--- src/rtl/mbenc_pkg.sv ---
package mbenc_pkg;
  localparam int WORD_BITS       = 16;
  localparam int HALVES_PER_WORD = 40;
  localparam int SYNC_HALVES     = 6;
  localparam int PARITY_HALF     = HALVES_PER_WORD - 2;

  // clocks per half bit time: 6, 8, 10, 12
  function automatic logic [3:0] half_clocks(input logic [1:0] sel);
    return 4'(6 + 2 * int'(sel));
  endfunction

  // clocks per microsecond: 12, 16, 20, 24
  function automatic logic [4:0] clocks_per_us(input logic [1:0] sel);
    return 5'(12 + 4 * int'(sel));
  endfunction

  function automatic logic odd_parity(input logic [WORD_BITS-1:0] d);
    return ~^d;
  endfunction

  // line level for half-bit idx of a word
  function automatic logic half_level(input logic [WORD_BITS-1:0] d,
                                      input logic is_cmd,
                                      input logic [5:0] idx);
    logic [5:0] k;
    logic [3:0] pos;
    logic       b;
    if (idx < 6'd3)                  return is_cmd;
    if (idx < 6'(SYNC_HALVES))       return ~is_cmd;
    if (idx >= 6'(PARITY_HALF))      b = odd_parity(d);
    else begin
      k   = idx - 6'(SYNC_HALVES);
      pos = 4'd15 - k[4:1];
      b   = d[pos];
    end
    return idx[0] ? ~b : b;
  endfunction
endpackage

--- src/rtl/enc_halfbit_timer.sv ---
module enc_halfbit_timer #(
  parameter int CW = 4
) (
  input  logic          clk,
  input  logic          rst_n,
  input  logic          run,
  input  logic [CW-1:0] half_clks,
  output logic          half_end
);
  logic [CW-1:0] cnt;

  assign half_end = run && (cnt == half_clks - CW'(1));

  always_ff @(posedge clk or negedge rst_n) begin
    if (!rst_n)        cnt <= '0;
    else if (!run)     cnt <= '0;
    else if (half_end) cnt <= '0;
    else               cnt <= cnt + CW'(1);
  end


  cnt_range_chk: assert property (@(posedge clk) disable iff (!rst_n)
    run |-> (cnt < half_clks));
endmodule

--- src/rtl/enc_word_shifter.sv ---
module enc_word_shifter import mbenc_pkg::*; (
  input  logic                 clk,
  input  logic                 rst_n,
  input  logic                 half_end,
  input  logic                 abort,
  input  logic                 in_valid,
  output logic                 in_ready,
  input  logic [WORD_BITS-1:0] in_data,
  input  logic                 in_cmd,
  input  logic                 in_bus,
  output logic                 busy,
  output logic                 level,
  output logic                 cur_bus,
  output logic [WORD_BITS-1:0] cur_data,
  output logic                 word_end
);
  localparam logic [5:0] LAST_HALF  = 6'(HALVES_PER_WORD - 1);
  localparam logic [5:0] FINAL_BIT0 = 6'(PARITY_HALF);

  logic [5:0]           idx;
  logic                 cur_cmd;
  logic                 pend_valid, pend_cmd, pend_bus;
  logic [WORD_BITS-1:0] pend_data;
  logic                 in_final_bit, accept;

  assign in_final_bit = busy && (idx >= FINAL_BIT0);
  assign in_ready     = !abort && (!busy || (in_final_bit && !pend_valid));
  assign accept       = in_valid && in_ready;
  assign word_end     = half_end && (idx == LAST_HALF);
  assign level        = half_level(cur_data, cur_cmd, idx);

  always_ff @(posedge clk or negedge rst_n) begin
    if (!rst_n) begin
      busy <= 1'b0; idx <= '0; cur_data <= '0; cur_cmd <= 1'b0; cur_bus <= 1'b0;
      pend_valid <= 1'b0; pend_data <= '0; pend_cmd <= 1'b0; pend_bus <= 1'b0;
    end else if (abort) begin
      busy <= 1'b0; idx <= '0; pend_valid <= 1'b0;
    end else if (!busy) begin
      if (accept) begin
        busy <= 1'b1; idx <= '0;
        cur_data <= in_data; cur_cmd <= in_cmd; cur_bus <= in_bus;
      end
    end else if (word_end) begin
      idx <= '0;
      if (pend_valid) begin
        cur_data <= pend_data; cur_cmd <= pend_cmd; cur_bus <= pend_bus;
        pend_valid <= 1'b0;
      end else if (accept) begin
        cur_data <= in_data; cur_cmd <= in_cmd; cur_bus <= in_bus;
      end else begin
        busy <= 1'b0;
      end
    end else begin
      if (half_end) idx <= idx + 6'd1;
      if (accept) begin
        pend_valid <= 1'b1; pend_data <= in_data; pend_cmd <= in_cmd; pend_bus <= in_bus;
      end
    end
  end


  idx_range_chk: assert property (@(posedge clk) disable iff (!rst_n)
    idx <= LAST_HALF);

  no_gap_chk: assert property (@(posedge clk) disable iff (!rst_n)
    (word_end && !abort && (pend_valid || accept)) |=> (busy && idx == 6'd0));

  ready_window_chk: assert property (@(posedge clk) disable iff (!rst_n)
    (busy && in_ready) |-> (idx >= FINAL_BIT0));
endmodule

--- src/rtl/enc_tx_watchdog.sv ---
module enc_tx_watchdog #(
  parameter int LIMIT_US = 690
) (
  input  logic       clk,
  input  logic       rst_n,
  input  logic       busy,
  input  logic       clr,
  input  logic [4:0] cpu_clks,
  output logic       tripped
);
  localparam int CNT_W = $clog2(LIMIT_US * 24 + 2);

  logic [CNT_W-1:0] cnt, limit;
  logic             at_limit;

  assign limit    = CNT_W'(LIMIT_US) * CNT_W'(cpu_clks);
  assign at_limit = busy && (cnt == limit - CNT_W'(1));

  always_ff @(posedge clk or negedge rst_n) begin
    if (!rst_n)         cnt <= '0;
    else if (!busy)     cnt <= '0;
    else if (!at_limit) cnt <= cnt + CNT_W'(1);
  end

  always_ff @(posedge clk or negedge rst_n) begin
    if (!rst_n)        tripped <= 1'b0;
    else if (clr)      tripped <= 1'b0;
    else if (at_limit) tripped <= 1'b1;
  end


  trip_sticky_chk: assert property (@(posedge clk) disable iff (!rst_n)
    (tripped && !clr) |=> tripped);

  trip_cause_chk: assert property (@(posedge clk) disable iff (!rst_n)
    $rose(tripped) |-> $past(busy));
endmodule

--- src/rtl/enc_loop_check.sv ---
module enc_loop_check import mbenc_pkg::*; #(
  parameter int WINDOW_US = 4
) (
  input  logic                 clk,
  input  logic                 rst_n,
  input  logic                 arm,
  input  logic [WORD_BITS-1:0] arm_data,
  input  logic [4:0]           cpu_clks,
  input  logic                 lb_valid,
  input  logic [WORD_BITS-1:0] lb_data,
  input  logic                 clr,
  output logic                 fail
);
  localparam int TW = $clog2(WINDOW_US * 24 + 2);

  logic                 armed;
  logic [TW-1:0]        tmr, win;
  logic [WORD_BITS-1:0] expect_q;
  logic                 got_bad, got_none, fail_set;

  assign win      = TW'(WINDOW_US) * TW'(cpu_clks);
  assign got_bad  = armed && lb_valid && (lb_data != expect_q);
  assign got_none = armed && !lb_valid && (tmr == win - TW'(1));
  assign fail_set = !arm && (got_bad || got_none);

  always_ff @(posedge clk or negedge rst_n) begin
    if (!rst_n) begin
      armed <= 1'b0; tmr <= '0; expect_q <= '0;
    end else if (arm) begin
      armed <= 1'b1; tmr <= '0; expect_q <= arm_data;
    end else if (armed) begin
      if (lb_valid || got_none) armed <= 1'b0;
      else                      tmr <= tmr + TW'(1);
    end
  end

  always_ff @(posedge clk or negedge rst_n) begin
    if (!rst_n)        fail <= 1'b0;
    else if (clr)      fail <= 1'b0;
    else if (fail_set) fail <= 1'b1;
  end


  fail_sticky_chk: assert property (@(posedge clk) disable iff (!rst_n)
    (fail && !clr) |=> fail);

  fail_cause_chk: assert property (@(posedge clk) disable iff (!rst_n)
    $rose(fail) |-> $past(armed));
endmodule

--- src/rtl/mbus_word_encoder.sv ---
module mbus_word_encoder import mbenc_pkg::*; #(
  parameter int SHUTDOWN_US    = 690,
  parameter int LOOP_WINDOW_US = 4
) (
  input  logic                 clk,
  input  logic                 rst_n,
  input  logic [1:0]           freq_sel,
  input  logic                 tx_valid,
  output logic                 tx_ready,
  input  logic [WORD_BITS-1:0] tx_data,
  input  logic                 tx_is_cmd,
  input  logic                 tx_bus_sel,
  input  logic                 bus_a_en,
  input  logic                 bus_b_en,
  output logic                 bus_a_p,
  output logic                 bus_a_n,
  output logic                 bus_a_inh,
  output logic                 bus_b_p,
  output logic                 bus_b_n,
  output logic                 bus_b_inh,
  output logic                 tx_shutdown,
  input  logic                 lb_valid,
  input  logic [WORD_BITS-1:0] lb_data,
  output logic                 lb_fail,
  input  logic                 flag_clr
);
  logic [3:0]           half_clks;
  logic [4:0]           cpu_clks;
  logic                 half_end, busy, level, cur_bus, word_end;
  logic [WORD_BITS-1:0] cur_data;
  logic                 drive_a, drive_b;

  assign half_clks = half_clocks(freq_sel);
  assign cpu_clks  = clocks_per_us(freq_sel);

  enc_halfbit_timer #(.CW(4)) u_timer (
    .clk(clk), .rst_n(rst_n), .run(busy), .half_clks(half_clks), .half_end(half_end));

  enc_word_shifter u_shift (
    .clk(clk), .rst_n(rst_n), .half_end(half_end), .abort(tx_shutdown),
    .in_valid(tx_valid), .in_ready(tx_ready), .in_data(tx_data),
    .in_cmd(tx_is_cmd), .in_bus(tx_bus_sel), .busy(busy), .level(level),
    .cur_bus(cur_bus), .cur_data(cur_data), .word_end(word_end));

  enc_tx_watchdog #(.LIMIT_US(SHUTDOWN_US)) u_wdog (
    .clk(clk), .rst_n(rst_n), .busy(busy), .clr(flag_clr),
    .cpu_clks(cpu_clks), .tripped(tx_shutdown));

  enc_loop_check #(.WINDOW_US(LOOP_WINDOW_US)) u_loop (
    .clk(clk), .rst_n(rst_n), .arm(word_end), .arm_data(cur_data),
    .cpu_clks(cpu_clks), .lb_valid(lb_valid), .lb_data(lb_data),
    .clr(flag_clr), .fail(lb_fail));

  assign drive_a = busy && !tx_shutdown && !cur_bus && bus_a_en;
  assign drive_b = busy && !tx_shutdown &&  cur_bus && bus_b_en;

  assign bus_a_p   = drive_a ? level  : 1'b1;
  assign bus_a_n   = drive_a ? ~level : 1'b1;
  assign bus_a_inh = ~drive_a;
  assign bus_b_p   = drive_b ? level  : 1'b1;
  assign bus_b_n   = drive_b ? ~level : 1'b1;
  assign bus_b_inh = ~drive_b;


  idle_high_chk: assert property (@(posedge clk) disable iff (!rst_n)
    !busy |-> (bus_a_p && bus_a_n && bus_b_p && bus_b_n && bus_a_inh && bus_b_inh));

  pair_complement_chk: assert property (@(posedge clk) disable iff (!rst_n)
    (!bus_a_inh |-> (bus_a_p != bus_a_n)) and (!bus_b_inh |-> (bus_b_p != bus_b_n)));

  shutdown_quiet_chk: assert property (@(posedge clk) disable iff (!rst_n)
    tx_shutdown |-> (bus_a_inh && bus_b_inh && !tx_ready));
endmodule

--- config.mk ---
export PLATFORM = sky130hd
export DESIGN_NAME = mbus_word_encoder
export DESIGN_NICKNAME = d
export VERILOG_FILES = /design/src/rtl/mbenc_pkg.sv /design/src/rtl/enc_halfbit_timer.sv /design/src/rtl/enc_word_shifter.sv /design/src/rtl/enc_tx_watchdog.sv /design/src/rtl/enc_loop_check.sv /design/src/rtl/mbus_word_encoder.sv
export SDC_FILE = /design/constraint.sdc
export NUM_CORES = 1
export LEC_CHECK = 0
export CELL_PAD_IN_SITES_DETAIL_PLACEMENT = 0
export CELL_PAD_IN_SITES_GLOBAL_PLACEMENT = 1
export CORE_MARGIN = 2
export CORE_UTILIZATION = 45
export DETAILED_ROUTE_END_ITERATION = 8
export GPL_TIMING_DRIVEN = 0
export HOLD_SLACK_MARGIN = 0.1
export PLACE_DENSITY = 0.77
export SLEW_MARGIN = 20
export SYNTH_ARGS = -nofsm -noshare
export SYNTH_HDL_FRONTEND = slang
export SYNTH_SLANG_ARGS = --single-unit
--- constraint.sdc ---
create_clock -name clk -period 4 [get_ports clk]
set_input_delay 0.8 -clock clk [delete_from_list [all_inputs] [get_ports clk]]
set_output_delay 0.8 -clock clk [all_outputs]
set_load 0.03 [all_outputs]
==> reports/metrics.yaml <==
status:
  outcome: "completed"
setup_path:
  crit_buf_inv: 5
  path_max_fanout: 10
  cp_slowest_cell: "clkdlybuf4s50_1"
  r2r_end: "u_shift.cur_data[6]$_DFFE_PN0P_"
  reg2reg_from: "u_shift.idx[0]$_DFFE_PN0P_"
  crit_required_ns: 3.20
  criticalPathCategory: "reg2out"
  worstSetupPathDepth: 6
  start_kind: "register"
  crit_family: "buffers and inverters"
  reg2regPathDepth: 11
  rrSetupSlack_ns: 1.37
  arrival_ns: 2.83
  cp-end-kind: "primary output"
  crit_chain: "clkbuf_1 > inv_1 > clkbuf_1 > nor4b_1 > inv_1 > clkdlybuf4s50_1"
  cpPeakStageDelay_ns: 0.60
floorplanning:
  start_util: 0.459
  die-area_mm2: 0.0118
  core_mm2: 0.0107
  pin_count: 52
  die_w_um: 109
  chipHeight_um: 109
  rows: 38
yosys:
  synth_ff_type: "dfrtp_1"
  synthArstFlopShare: 1.00
  ys_warn_count: 0
  ys_seq_elements: 89
  syn_nets: 528
  synth_area_mm2: 0.00493
  ys_seq_area_frac: 0.452
  synthDistinctLibCells: 55
  synth_area_per_cell_um2: 10.4
  postSynthCellCount: 474
  synth_edf_count: 0
sta:
  rsz0062_at_grt: "no"
  slew_headroom: 0.600
  skew_ns: 0.00801
  hold_viol: 0
  fmaxAchievable_mhz: 276
  final_max_slew_viol_count: 0
  setup-tns-final_ns: 0
  fin_ws_ns: 0.373
  worst_pin_slew_ns: 0.600
  setup_violations: 0
  finalCritPeriodShare: 0.907
  finalCriticalPeriod_ns: 3.63
detailed_routing:
  first_pass_iters: 6
  wl_um: 10500
  antenna_left: 0
  drc: 0
  dr_total_vias: 3574
  detail_route.wl_per_cell_um: 15.5
  drt-initial-drc-count: 118
  via_per_inst: 5.25
placed_design:
  place_ws_ns: 0.357
  hpwlAfterDp_um: 7730
  port_buffers: 51
  gp_congestion: 0.839
pwr:
  power_density_mw_per_mm2: 554
  p_total_mw: 3.25
  pwr-share-seq: 0.420
  p_sw_frac: 0.351
  ir_drop_mv: 0.300
  leakagePower_nw: 2.51
  power_frac_comb: 0.381
  clkPwrFrac: 0.199
  p_switching_mw: 1.14
  internal_power_mw: 2.11
grt:
  grt_max_degree: 48
  grt_pass1_wl_um: 18200
  grt_util_all_layers: 0.196
  grt_overflow_total: 0
  grt_antenna_before_repair: 0
  grt_pass1_vias: 3662
layout:
  diodes: 0
  drive_gt1_frac: 0.122
  final_common_cell: "dfrtp_1"
  final_cell_mix: "89 x dfrtp_1, 78 x nand2_1, 46 x clkdlybuf4s50_1"
  finish.net_count: 590
  area_growth_pct: 18.8
hold_path:
  hold_class: "in2async"
clocking:
  cts.path.max_buffers: 2
  h-tree-depth: 3
  cts_setup_buffers: 0
  insertion_delay_ns: 0.36
  numCtsBuffers: 9
  root_buffer: "clkbuf_8"
  hold_buffers: 0
  cts_resized: 1
  tritoncts: "yes"
  cts_sinks: 89
  path_clk_slew_ns: 0.10
run:
  max-cap-violations: 0
## metal layers
metal	track usage	part of all wire
met1	0.273	0.47
met2	0.313	0.49
met3	0.0430	0.034
met4	0.0495	0.011
met5	0	0
## cells in the mapped netlist (all sizes together) (3+ instances only)
cell / count / area (um^2)
mux4: 4 / 90.1
o31ai: 3 / 22.5
nand2b: 3 / 18.8
dfrtp: 89 / 2230
or3: 8 / 51.3
nand3: 9 / 45.0
nand4: 10 / 108
mux2i: 5 / 50.1
a2bb2oi: 18 / 220
o22ai: 18 / 113
xor2: 17 / 149
ha: 11 / 138
nor3: 3 / 15.0
mux2: 19 / 214
o21ai: 13 / 65.1
o21a: 3 / 22.5
xnor2: 44 / 393
a21oi: 14 / 81.3
inv: 10 / 37.5
buf: 13 / 85.1
nor2: 38 / 150
and3: 11 / 68.8
nand2: 78 / 293
clkbuf: 9 / 33.8
## cell type report
class	count	area, um^2
Inverter	10	37.5
Clock inverter	6	75.1
Timing Repair Buffer	52	549
Clock buffer	10	128
Fill cell	1008	4890
Buffer	21	115
Multi-Input combinational cell	353	2550
Tap cell	140	175
Sequential cell	89	2230
## cells by family (layout without fill, tap and decap cells)
family / after synthesis / in the layout / share of synthesized area
simple gates: 171 / 171 / 0.169
flops: 89 / 89 / 0.452
compound gates: 81 / 81 / 0.133
xor+xnor: 62 / 62 / 0.115
buf+inv: 32 / 99 / 0.0317
mux: 28 / 28 / 0.0718
fa+ha+maj: 11 / 11 / 0.0279
## power groups by stage
stage	logic [mW]	clock network, mW	registers, mW
after floorplan	0.999	0	1.30
after global placement	1.24	0	1.36
after detailed placement	1.25	0	1.37
after CTS	1.27	0.669	1.35
after global routing	1.38	0.706	1.40
final	1.24	0.645	1.36
## worst register-to-register path: cells and delay by family, from the launching register on
family / cells / cell delay (ns)
AND/OR/NAND/NOR: 2 / 0.24
buffers and inverters: 3 / 0.56
flip-flops: 1 / 0.53
adder cells (fa/ha/maj): 1 / 0.21
AO/OA/AOI/OAI: 5 / 1.01
## how the worst max path moves through the flow
| stage | start | to | slack [ns] |
|---|---|---|---|
| 5_1_grt | u_shift.busy$_DFF_PN0_ | bus_a_inh | 0.06 |
| 3_3_place_gp | rst_n | u_shift.pend_data[10]$_DFFE_PN0P_ | -1.21 |
| 6_report | u_shift.busy$_DFF_PN0_ | bus_a_inh | 0.37 |
| 2_1_floorplan | u_shift.idx[1]$_DFFE_PN0P_ | bus_b_p | 1.13 |
| 3_5_place_dp | freq_sel[0] | u_wdog.cnt[14]$_DFFE_PN0P_ | 0.36 |
| 4_1_cts | u_shift.idx[0]$_DFFE_PN0P_ | bus_b_p | 0.01 |
## per-stage QoR
stage	util	cells	area (um^2)	hold slack (ns)
floorplan	-	474	4930	0.462
global placement	0.522	665	5610	0.475
detailed placement	0.525	666	5640	0.484
CTS	0.544	682	5850	0.341
global route	0.545	681	5850	0.350
finish	0.545	681	5850	0.340
## flip-flops by register name, summed over array words and instances (netlist names)
signal	cells
u_shift.pend_cmd	1
u_shift.idx	6
u_wdog.cnt	15
u_loop.tmr	7
u_loop.expect_q	16
u_shift.pend_bus	1
u_wdog.tripped	1
u_shift.cur_data	16
u_shift.cur_bus	1
u_shift.pend_data	16
u_loop.armed	1
u_shift.cur_cmd	1
u_shift.pend_valid	1
u_timer.cnt	4
u_shift.busy	1
u_loop.fail	1
No activity file was read; power rests on OpenSTA's default activity.
